File: src/rtl/stsh_pkg.sv
package stsh_pkg;
  localparam int            STAT_W       = 8;
  localparam int            OPC_W        = 8;
  localparam int            DENS_W       = 4;
  localparam logic [7:0]    OPC_STAT_LO  = 8'h57;
  localparam logic [7:0]    OPC_STAT_HI  = 8'hD7;
  localparam logic [3:0]    DENSITY_CODE = 4'b0101;
endpackage

File: src/rtl/stsh_rst_sync.sv
module stsh_rst_sync #(
  parameter int STAGES = 2
) (
  input  logic clk,
  input  logic rst_n,
  output logic rst_sync_n
);
  logic [STAGES-1:0] chain_q;
  logic [STAGES-1:0] chain_n;

  always_comb chain_n = {chain_q[STAGES-2:0], 1'b1};

  always_ff @(posedge clk or negedge rst_n) begin
    if (!rst_n) chain_q <= '0;
    else        chain_q <= chain_n;
  end

  assign rst_sync_n = chain_q[STAGES-1];
endmodule

File: src/rtl/stsh_edge_det.sv
module stsh_edge_det (
  input  logic clk,
  input  logic rst_n,
  input  logic cs_n,
  input  logic sclk,
  output logic rise_o,
  output logic fall_o
);
  logic sclk_q;
  logic sclk_n;

  always_comb sclk_n = sclk;

  always_ff @(posedge clk or negedge rst_n) begin
    if (!rst_n) sclk_q <= 1'b0;
    else        sclk_q <= sclk_n;
  end

  assign rise_o = ~cs_n &  sclk & ~sclk_q;
  assign fall_o = ~cs_n & ~sclk &  sclk_q;

  // an edge pulse is always a single cycle
  p_edge_single_r3: assert property (@(posedge clk) disable iff (!rst_n)
    (rise_o || fall_o) |=> !(rise_o || fall_o) || cs_n);
  p_edge_excl_r3: assert property (@(posedge clk) disable iff (!rst_n)
    !(rise_o && fall_o));
endmodule

File: src/rtl/stsh_opc_rx.sv
module stsh_opc_rx #(
  parameter int               OPC_W = 8,
  parameter logic [OPC_W-1:0] OPC_A = 8'h57,
  parameter logic [OPC_W-1:0] OPC_B = 8'hD7
) (
  input  logic clk,
  input  logic rst_n,
  input  logic cs_n,
  input  logic rise,
  input  logic sdi,
  output logic sel_o
);
  localparam int               CNT_W    = $clog2(OPC_W + 1);
  localparam logic [CNT_W-1:0] CNT_FULL = CNT_W'(OPC_W);
  localparam logic [CNT_W-1:0] CNT_LAST = CNT_W'(OPC_W - 1);

  logic [CNT_W-1:0] cnt_q, cnt_n;
  logic [OPC_W-1:0] sr_q, sr_n;
  logic             sel_q, sel_n;
  logic             take;
  logic             hit;

  always_comb begin
    take  = rise && (cnt_q != CNT_FULL);
    cnt_n = cnt_q;
    sr_n  = sr_q;
    sel_n = sel_q;
    hit   = 1'b0;
    if (cs_n) begin
      cnt_n = '0;
      sr_n  = '0;
      sel_n = 1'b0;
    end else if (take) begin
      sr_n  = {sr_q[OPC_W-2:0], sdi};
      cnt_n = cnt_q + CNT_W'(1);
      hit   = (cnt_q == CNT_LAST) && ((sr_n == OPC_A) || (sr_n == OPC_B));
      sel_n = sel_q | hit;
    end
  end

  always_ff @(posedge clk or negedge rst_n) begin
    if (!rst_n) begin
      cnt_q <= '0;
      sr_q  <= '0;
      sel_q <= 1'b0;
    end else begin
      cnt_q <= cnt_n;
      sr_q  <= sr_n;
      sel_q <= sel_n;
    end
  end

  assign sel_o = sel_q;

  // the selection appears only once the full opcode has arrived
  p_sel_after_full_r2: assert property (@(posedge clk) disable iff (!rst_n)
    $rose(sel_q) |-> (cnt_q == CNT_FULL));
  p_sel_code_r2: assert property (@(posedge clk) disable iff (!rst_n)
    $rose(sel_q) |-> ((sr_q == OPC_A) || (sr_q == OPC_B)));
  p_cnt_bound_r2: assert property (@(posedge clk) disable iff (!rst_n)
    cnt_q <= CNT_FULL);
  // chip select high clears the selection
  p_sel_clear_r9: assert property (@(posedge clk) disable iff (!rst_n)
    cs_n |=> !sel_q);
endmodule

File: src/rtl/stsh_word_build.sv
module stsh_word_build #(
  parameter int               STAT_W  = 8,
  parameter int               DENS_W  = 4,
  parameter logic [DENS_W-1:0] DENSITY = 4'b0101
) (
  input  logic              clk,
  input  logic              rst_n,
  input  logic              busy,
  input  logic              cmp_done,
  input  logic              cmp_mismatch,
  output logic [STAT_W-1:0] word_o
);
  localparam int RSV_W = STAT_W - 2 - DENS_W;

  logic cmp_q, cmp_n;

  always_comb begin
    cmp_n = cmp_q;
    if (cmp_done) cmp_n = cmp_mismatch;
  end

  always_ff @(posedge clk or negedge rst_n) begin
    if (!rst_n) cmp_q <= 1'b0;
    else        cmp_q <= cmp_n;
  end

  generate
    if (RSV_W > 0) begin : g_rsv
      assign word_o = {~busy, cmp_q, DENSITY, {RSV_W{1'b0}}};
    end else begin : g_norsv
      assign word_o = {~busy, cmp_q, DENSITY};
    end
  endgenerate

  // the flag holds without a strobe and follows the mismatch with one
  p_cmp_hold_r7: assert property (@(posedge clk) disable iff (!rst_n)
    !cmp_done |=> $stable(cmp_q));
  p_cmp_load_r7: assert property (@(posedge clk) disable iff (!rst_n)
    cmp_done |=> (cmp_q == $past(cmp_mismatch)));
endmodule

File: src/rtl/stsh_shifter.sv
module stsh_shifter #(
  parameter int STAT_W = 8
) (
  input  logic              clk,
  input  logic              rst_n,
  input  logic              cs_n,
  input  logic              fall,
  input  logic              sel,
  input  logic [STAT_W-1:0] word,
  output logic              sdo_o,
  output logic              oe_o
);
  localparam int              PH_W    = $clog2(STAT_W);
  localparam logic [PH_W-1:0] PH_LAST = PH_W'(STAT_W - 1);

  logic [STAT_W-1:0] sr_q, sr_n;
  logic [PH_W-1:0]   ph_q, ph_n;
  logic              act_q, act_n;
  logic              step;

  always_comb begin
    step  = fall && sel;
    sr_n  = sr_q;
    ph_n  = ph_q;
    act_n = act_q;
    if (cs_n) begin
      sr_n  = '0;
      ph_n  = '0;
      act_n = 1'b0;
    end else if (step) begin
      act_n = 1'b1;
      sr_n  = (ph_q == '0) ? word : {sr_q[STAT_W-2:0], 1'b0};
      ph_n  = (ph_q == PH_LAST) ? '0 : ph_q + PH_W'(1);
    end
  end

  always_ff @(posedge clk or negedge rst_n) begin
    if (!rst_n) begin
      sr_q  <= '0;
      ph_q  <= '0;
      act_q <= 1'b0;
    end else begin
      sr_q  <= sr_n;
      ph_q  <= ph_n;
      act_q <= act_n;
    end
  end

  assign oe_o  = act_q & ~cs_n;
  assign sdo_o = oe_o & sr_q[STAT_W-1];

  // output starts only on a falling edge once the opcode selects it
  p_start_on_fall_r3: assert property (@(posedge clk) disable iff (!rst_n)
    $rose(act_q) |-> ($past(fall) && $past(sel)));
  // data moves only on falling edges
  p_hold_between_r5: assert property (@(posedge clk) disable iff (!rst_n)
    (!fall && !cs_n) |=> $stable(sr_q));
  // chip select high drops the output state
  p_drop_on_cs_r9: assert property (@(posedge clk) disable iff (!rst_n)
    cs_n |=> !act_q);
  // a disabled output stays low
  p_quiet_r10: assert property (@(posedge clk) disable iff (!rst_n)
    !oe_o |-> !sdo_o);
endmodule

File: src/rtl/status_rpt_shifter.sv
module status_rpt_shifter
  import stsh_pkg::*;
#(
  parameter int                STAT_BITS = STAT_W,
  parameter int                OPC_BITS  = OPC_W,
  parameter int                DENS_BITS = DENS_W,
  parameter logic [OPC_W-1:0]  OPC_A     = OPC_STAT_LO,
  parameter logic [OPC_W-1:0]  OPC_B     = OPC_STAT_HI,
  parameter logic [DENS_W-1:0] DENSITY   = DENSITY_CODE,
  parameter int                RST_SYNC  = 2
) (
  input  logic clk,
  input  logic rst_n,
  input  logic cs_n,
  input  logic sclk,
  input  logic sdi,
  input  logic busy,
  input  logic cmp_done,
  input  logic cmp_mismatch,
  output logic sdo,
  output logic sdo_oe
);
  logic                 rst_i_n;
  logic                 rise;
  logic                 fall;
  logic                 sel;
  logic [STAT_BITS-1:0] word;

  stsh_rst_sync #(.STAGES(RST_SYNC)) u_rst (
    .clk(clk), .rst_n(rst_n), .rst_sync_n(rst_i_n)
  );

  stsh_edge_det u_edge (
    .clk(clk), .rst_n(rst_i_n), .cs_n(cs_n), .sclk(sclk),
    .rise_o(rise), .fall_o(fall)
  );

  stsh_opc_rx #(.OPC_W(OPC_BITS), .OPC_A(OPC_A), .OPC_B(OPC_B)) u_opc (
    .clk(clk), .rst_n(rst_i_n), .cs_n(cs_n), .rise(rise), .sdi(sdi),
    .sel_o(sel)
  );

  stsh_word_build #(.STAT_W(STAT_BITS), .DENS_W(DENS_BITS), .DENSITY(DENSITY)) u_word (
    .clk(clk), .rst_n(rst_i_n), .busy(busy), .cmp_done(cmp_done),
    .cmp_mismatch(cmp_mismatch), .word_o(word)
  );

  stsh_shifter #(.STAT_W(STAT_BITS)) u_shift (
    .clk(clk), .rst_n(rst_i_n), .cs_n(cs_n), .fall(fall), .sel(sel),
    .word(word), .sdo_o(sdo), .oe_o(sdo_oe)
  );

  // no output unless the status opcode was received
  p_oe_needs_sel_r2: assert property (@(posedge clk) disable iff (!rst_i_n)
    sdo_oe |-> sel);
  // chip select high keeps the pad released
  p_oe_off_cs_r9: assert property (@(posedge clk) disable iff (!rst_i_n)
    cs_n |-> !sdo_oe);
endmodule

File: config.mk
export PLATFORM = sky130hd
export DESIGN_NAME = status_rpt_shifter
export DESIGN_NICKNAME = d
export VERILOG_FILES = /design/src/rtl/stsh_pkg.sv /design/src/rtl/stsh_rst_sync.sv /design/src/rtl/stsh_edge_det.sv /design/src/rtl/stsh_opc_rx.sv /design/src/rtl/stsh_word_build.sv /design/src/rtl/stsh_shifter.sv /design/src/rtl/status_rpt_shifter.sv
export SDC_FILE = /design/constraint.sdc
export NUM_CORES = 1
export LEC_CHECK = 0
export ABC_AREA = 1
export ABC_CLOCK_PERIOD_IN_PS = 1230
export BUFFER_PORTS_ARGS = -buffer_cell sky130_fd_sc_hd__clkbuf_2
export CAP_MARGIN = 15
export CORE_MARGIN = 5
export CORE_UTILIZATION = 58
export CTS_CLUSTER_SIZE = 10
export DETAILED_ROUTE_END_ITERATION = 12
export PLACE_DENSITY = 0.77
export SYNTH_ARGS = -nofsm -noshare
export SYNTH_HDL_FRONTEND = slang
export SYNTH_HIERARCHICAL = 1
export SYNTH_SLANG_ARGS = --single-unit
File: constraint.sdc
create_clock -name clk -period 1.23 [get_ports clk]
set_clock_uncertainty 0.15 [all_clocks]
set_input_delay 0.246 -clock clk [delete_from_list [all_inputs] [get_ports clk]]
set_output_delay 0.246 -clock clk [all_outputs]
set_load 0.05 [all_outputs]
==> flow_metrics.py <==
metrics = {
    "outcome": {
        "status": "finished with violations",
        "violations": "negative setup slack",
    },
    "timing": {
        "final_hold_viol_count": 0,
        "period_needed_ns": 1.490,
        "max_freq_ghz": 0.6714,
        "setup_viol": 23,
        "drv_slew": 0,
        "post-route-period-util_pct": 121.1,
        "final.setup.worst_slack_ns": -0.2595,
        "rsz0062_at_grt": "yes",
    },
    "pwr": {
        "swShare_pct": 25.80,
        "leakage_uw": 0.0009348,
        "p_clk_share_pct": 26.5,
        "internal_power_uw": 1089,
        "power_density_mw_per_mm2": 729.3,
        "p_sw_uw": 378.6,
        "comb_power_share_pct": 11.8,
        "pwr-share-seq_pct": 61.7,
        "power_uw": 1467,
        "ir_drop_mv": 0.7472,
    },
    "placed_design": {
        "port_buffers": 9,
        "dp_hpwl_um": 1810,
        "routabilityCongestion": 0.8170,
        "dpl.cell_count": 217,
    },
    "layout": {
        "area_delta_synth_final_pct": 41.30,
        "layout.cells.non_filler": 237,
        "fill_cells": 136,
        "drive_gt1_share_pct": 46.38,
        "n_antenna_cell": 0,
        "nets": 221,
    },
    "routing": {
        "ant_nets": 0,
        "drt_wl_total_um": 3421,
        "drt_iter0_drc": 46,
        "vias": 1190,
        "avgRoutedWirePerCell_um": 14.43,
        "viasPerCell": 5.021,
        "route.detailed.drc": 0,
        "drt_pass1_iterations": 4,
    },
    "synthesis": {
        "yosysTopAreaCellShare_pct": 47.45,
        "yosysWarnings": 6,
        "synth_top_cell_by_area": "dfrtp_1",
        "ys_ff_latch": 27,
        "avgSynthCellArea_um2": 8.136,
        "synth_area_mm2": 0.001424,
        "synthCells": 175,
        "synth.distinct_cells": 23,
        "synth_area_leaders": "dfrtp_1 (47%), nand2_1 (12%), inv_1 (8.2%), nand3_1 (7.0%), ha_1 (4.4%)",
        "ys_seq_area_share_pct": 47.45,
    },
    "run": {
        "maxCapViolCount": 0,
    },
    "clock_tree": {
        "cts_buffers": 3,
        "htreeDepth": 1,
        "clkSinkCount": 27,
        "cts_tree": "done",
        "ctsRootBufferMaster": "clkbuf_4",
        "insertion_delay_ns": 0.33,
        "clock_path_buffers": 2,
        "clkTransAtPathRegs_ns": 0.15,
    },
    "grt": {
        "grt_pass1_vias": 1279,
        "antenna_found_initial": 0,
        "grt_max_degree": 26,
        "grt_pass1_wl_um": 5761,
        "grt_overflow": 0,
        "grt.total_usage_pct": 22.31,
    },
    "worst_setup_path": {
        "end_kind": "output pin",
        "path_class": "flip-flop to output pin",
        "cp-start-kind": "flip-flop",
        "cp.arrival_ns": 1.09,
        "path_max_fanout": 2,
        "worst-r2r-cell-count": 6,
        "required_ns": 0.83,
    },
    "die": {
        "initial_utilization_pct": 59.09,
        "die_area_mm2": 0.003546,
        "die_width_um": 59.55,
        "die_h_um": 59.55,
        "coreArea_mm2": 0.002410,
        "rows": 18,
        "ioPinCount": 10,
    },
    "worst_hold_path": {
        "hp-class": "input pin to async pin",
    },
}
==> logic make-up after synthesis <==
kind of cell               share of synthesized area, %
adders and majority gates                         4.394
DFF                                               47.45
buffers and inverters                             14.85
other                                            0.7908
and+or+nand+nor                                   28.21
AOI/OAI and AO/OA                                 4.305
==> metrics by stage <==
| step | setup WS (ns) | area [um^2] | utilization (%) | setup TNS (ns) | hold slack (ns) |
|---|---|---|---|---|---|
| global route | -0.3548 | 2012 | 83.49 | -4.641 | 0.04851 |
| finish | -0.2595 | 2012 | 83.49 | -2.838 | 0.06276 |
| detailed placement | -0.1235 | 1543 | 64.02 | -1.668 | -0.1160 |
| global placement | -0.07351 | 1543 | 64.02 | -0.8738 | -0.1181 |
| floorplan | 0.0003663 | 1459 | - | 0 | -0.1996 |
| CTS | -0.2621 | 1927 | 79.96 | -1.777 | 0.05426 |
==> cells in the final DEF, fill, tap and decap left out, types with 5 or more instances in the layout <==
cell type      Yosys  final
nand2_2            2     13
nor2_1             8      5
inv_2              4      8
buf_4              8     16
dlygate4sd3_1      0      5
inv_1             31     26
o22ai_2            0      5
clkbuf_2           0      7
nand3_2            0     12
conb_1             3      7
nand3_1           20      8
dfrtp_1           27     27
nand2_1           44     29
==> state kept, by name (all words and copies together), names as in the netlist <==
signal	count
u_shift/ph_q	3
u_shift/sr_q	8
u_edge/sclk_q	1
u_rst/chain_q	2
u_word/cmp_q	1
u_shift/act_q	1
u_opc/sr_q	6
u_opc/cnt_q	4
u_opc/sel_o	1
==> final timing paths <==
path | from | endpoint | slack [ns]
max | u_shift/act_q$_DFFE_PN0P_ | sdo | -0.26
min | rst_n | u_rst/chain_q[1]$_DFF_PN0_ | 0.06
max reg2reg | u_edge/sclk_q$_DFF_PN0_ | u_opc/sel_o$_DFFE_PN0P_ | -0.21
min reg2reg | u_rst/chain_q[1]$_DFF_PN0_ | u_opc/cnt_q[0]$_DFFE_PN0P_ | 0.08
max in group asynchronous | u_rst/chain_q[1]$_DFF_PN0_ | u_opc/sr_q[3]$_DFFE_PN0P_ | 0.62
min in group clk | cs_n | u_shift/ph_q[2]$_DFFE_PN0P_ | 0.10
==> power groups by stage <==
stage	combinational [uW]	sequential [uW]	clock [uW]
6_report	172	906	389
2_1_floorplan	76.5	932	0
4_1_cts	158	905	399
3_3_place_gp	109	921	0
5_1_grt	191	907	433
3_5_place_dp	114	922	0
==> cells in the mapped netlist <==
master,count
nand4_1,1
nand2_4,3
nor2_2,2
nand3_1,20
a21oi_1,2
ha_1,5
nand2_1,44
o21ai_1,3
and3_1,1
nand2_2,2
inv_1,31
o21ai_0,1
o22ai_1,5
nand3b_1,1
inv_6,1
nor3_2,1
nor2_1,8
buf_6,1
nand3_4,1
inv_2,4
dfrtp_1,27
buf_4,8
conb_1,3
==> cell type report <==
cell class	instances	area [um^2]	area share, %
inverters	36	145.1	7.214
flip-flops and latches	27	675.6	33.58
multi-input cells	107	830.8	41.29
well taps	30	37.54	1.866
clock inverters	1	5.005	0.2488
repair buffers	33	295.3	14.68
clock buffers	3	22.52	1.119
==> critical path: stages, from the launching register on <==
cell and delay, ns:
dfrtp_1 0.43, and3_4 0.18, buf_8 0.14
==> per-layer routing <==
layer	wire [um]	global-route usage, %	share of wire [%]	vias up
li1	-	-	-	590
met1	1303	24.69	38	569
met2	1895	40.72	55	20
met3	93	3.050	2.7	11
met4	129	12.03	3.8	0
met5	0	0	0	-
==> repair_timing <==
action / CTS / global route
gates resized for setup: 49 / 22
pin swaps: 13 / 22
hold buffers: 5 / 0
endpoints found under the setup margin: 22 / 24
buffers inserted: 8 / 2
gates cloned: 1 / 0
hold endpoints to repair: 5 / 0
(Power assumes the default switching activity.)
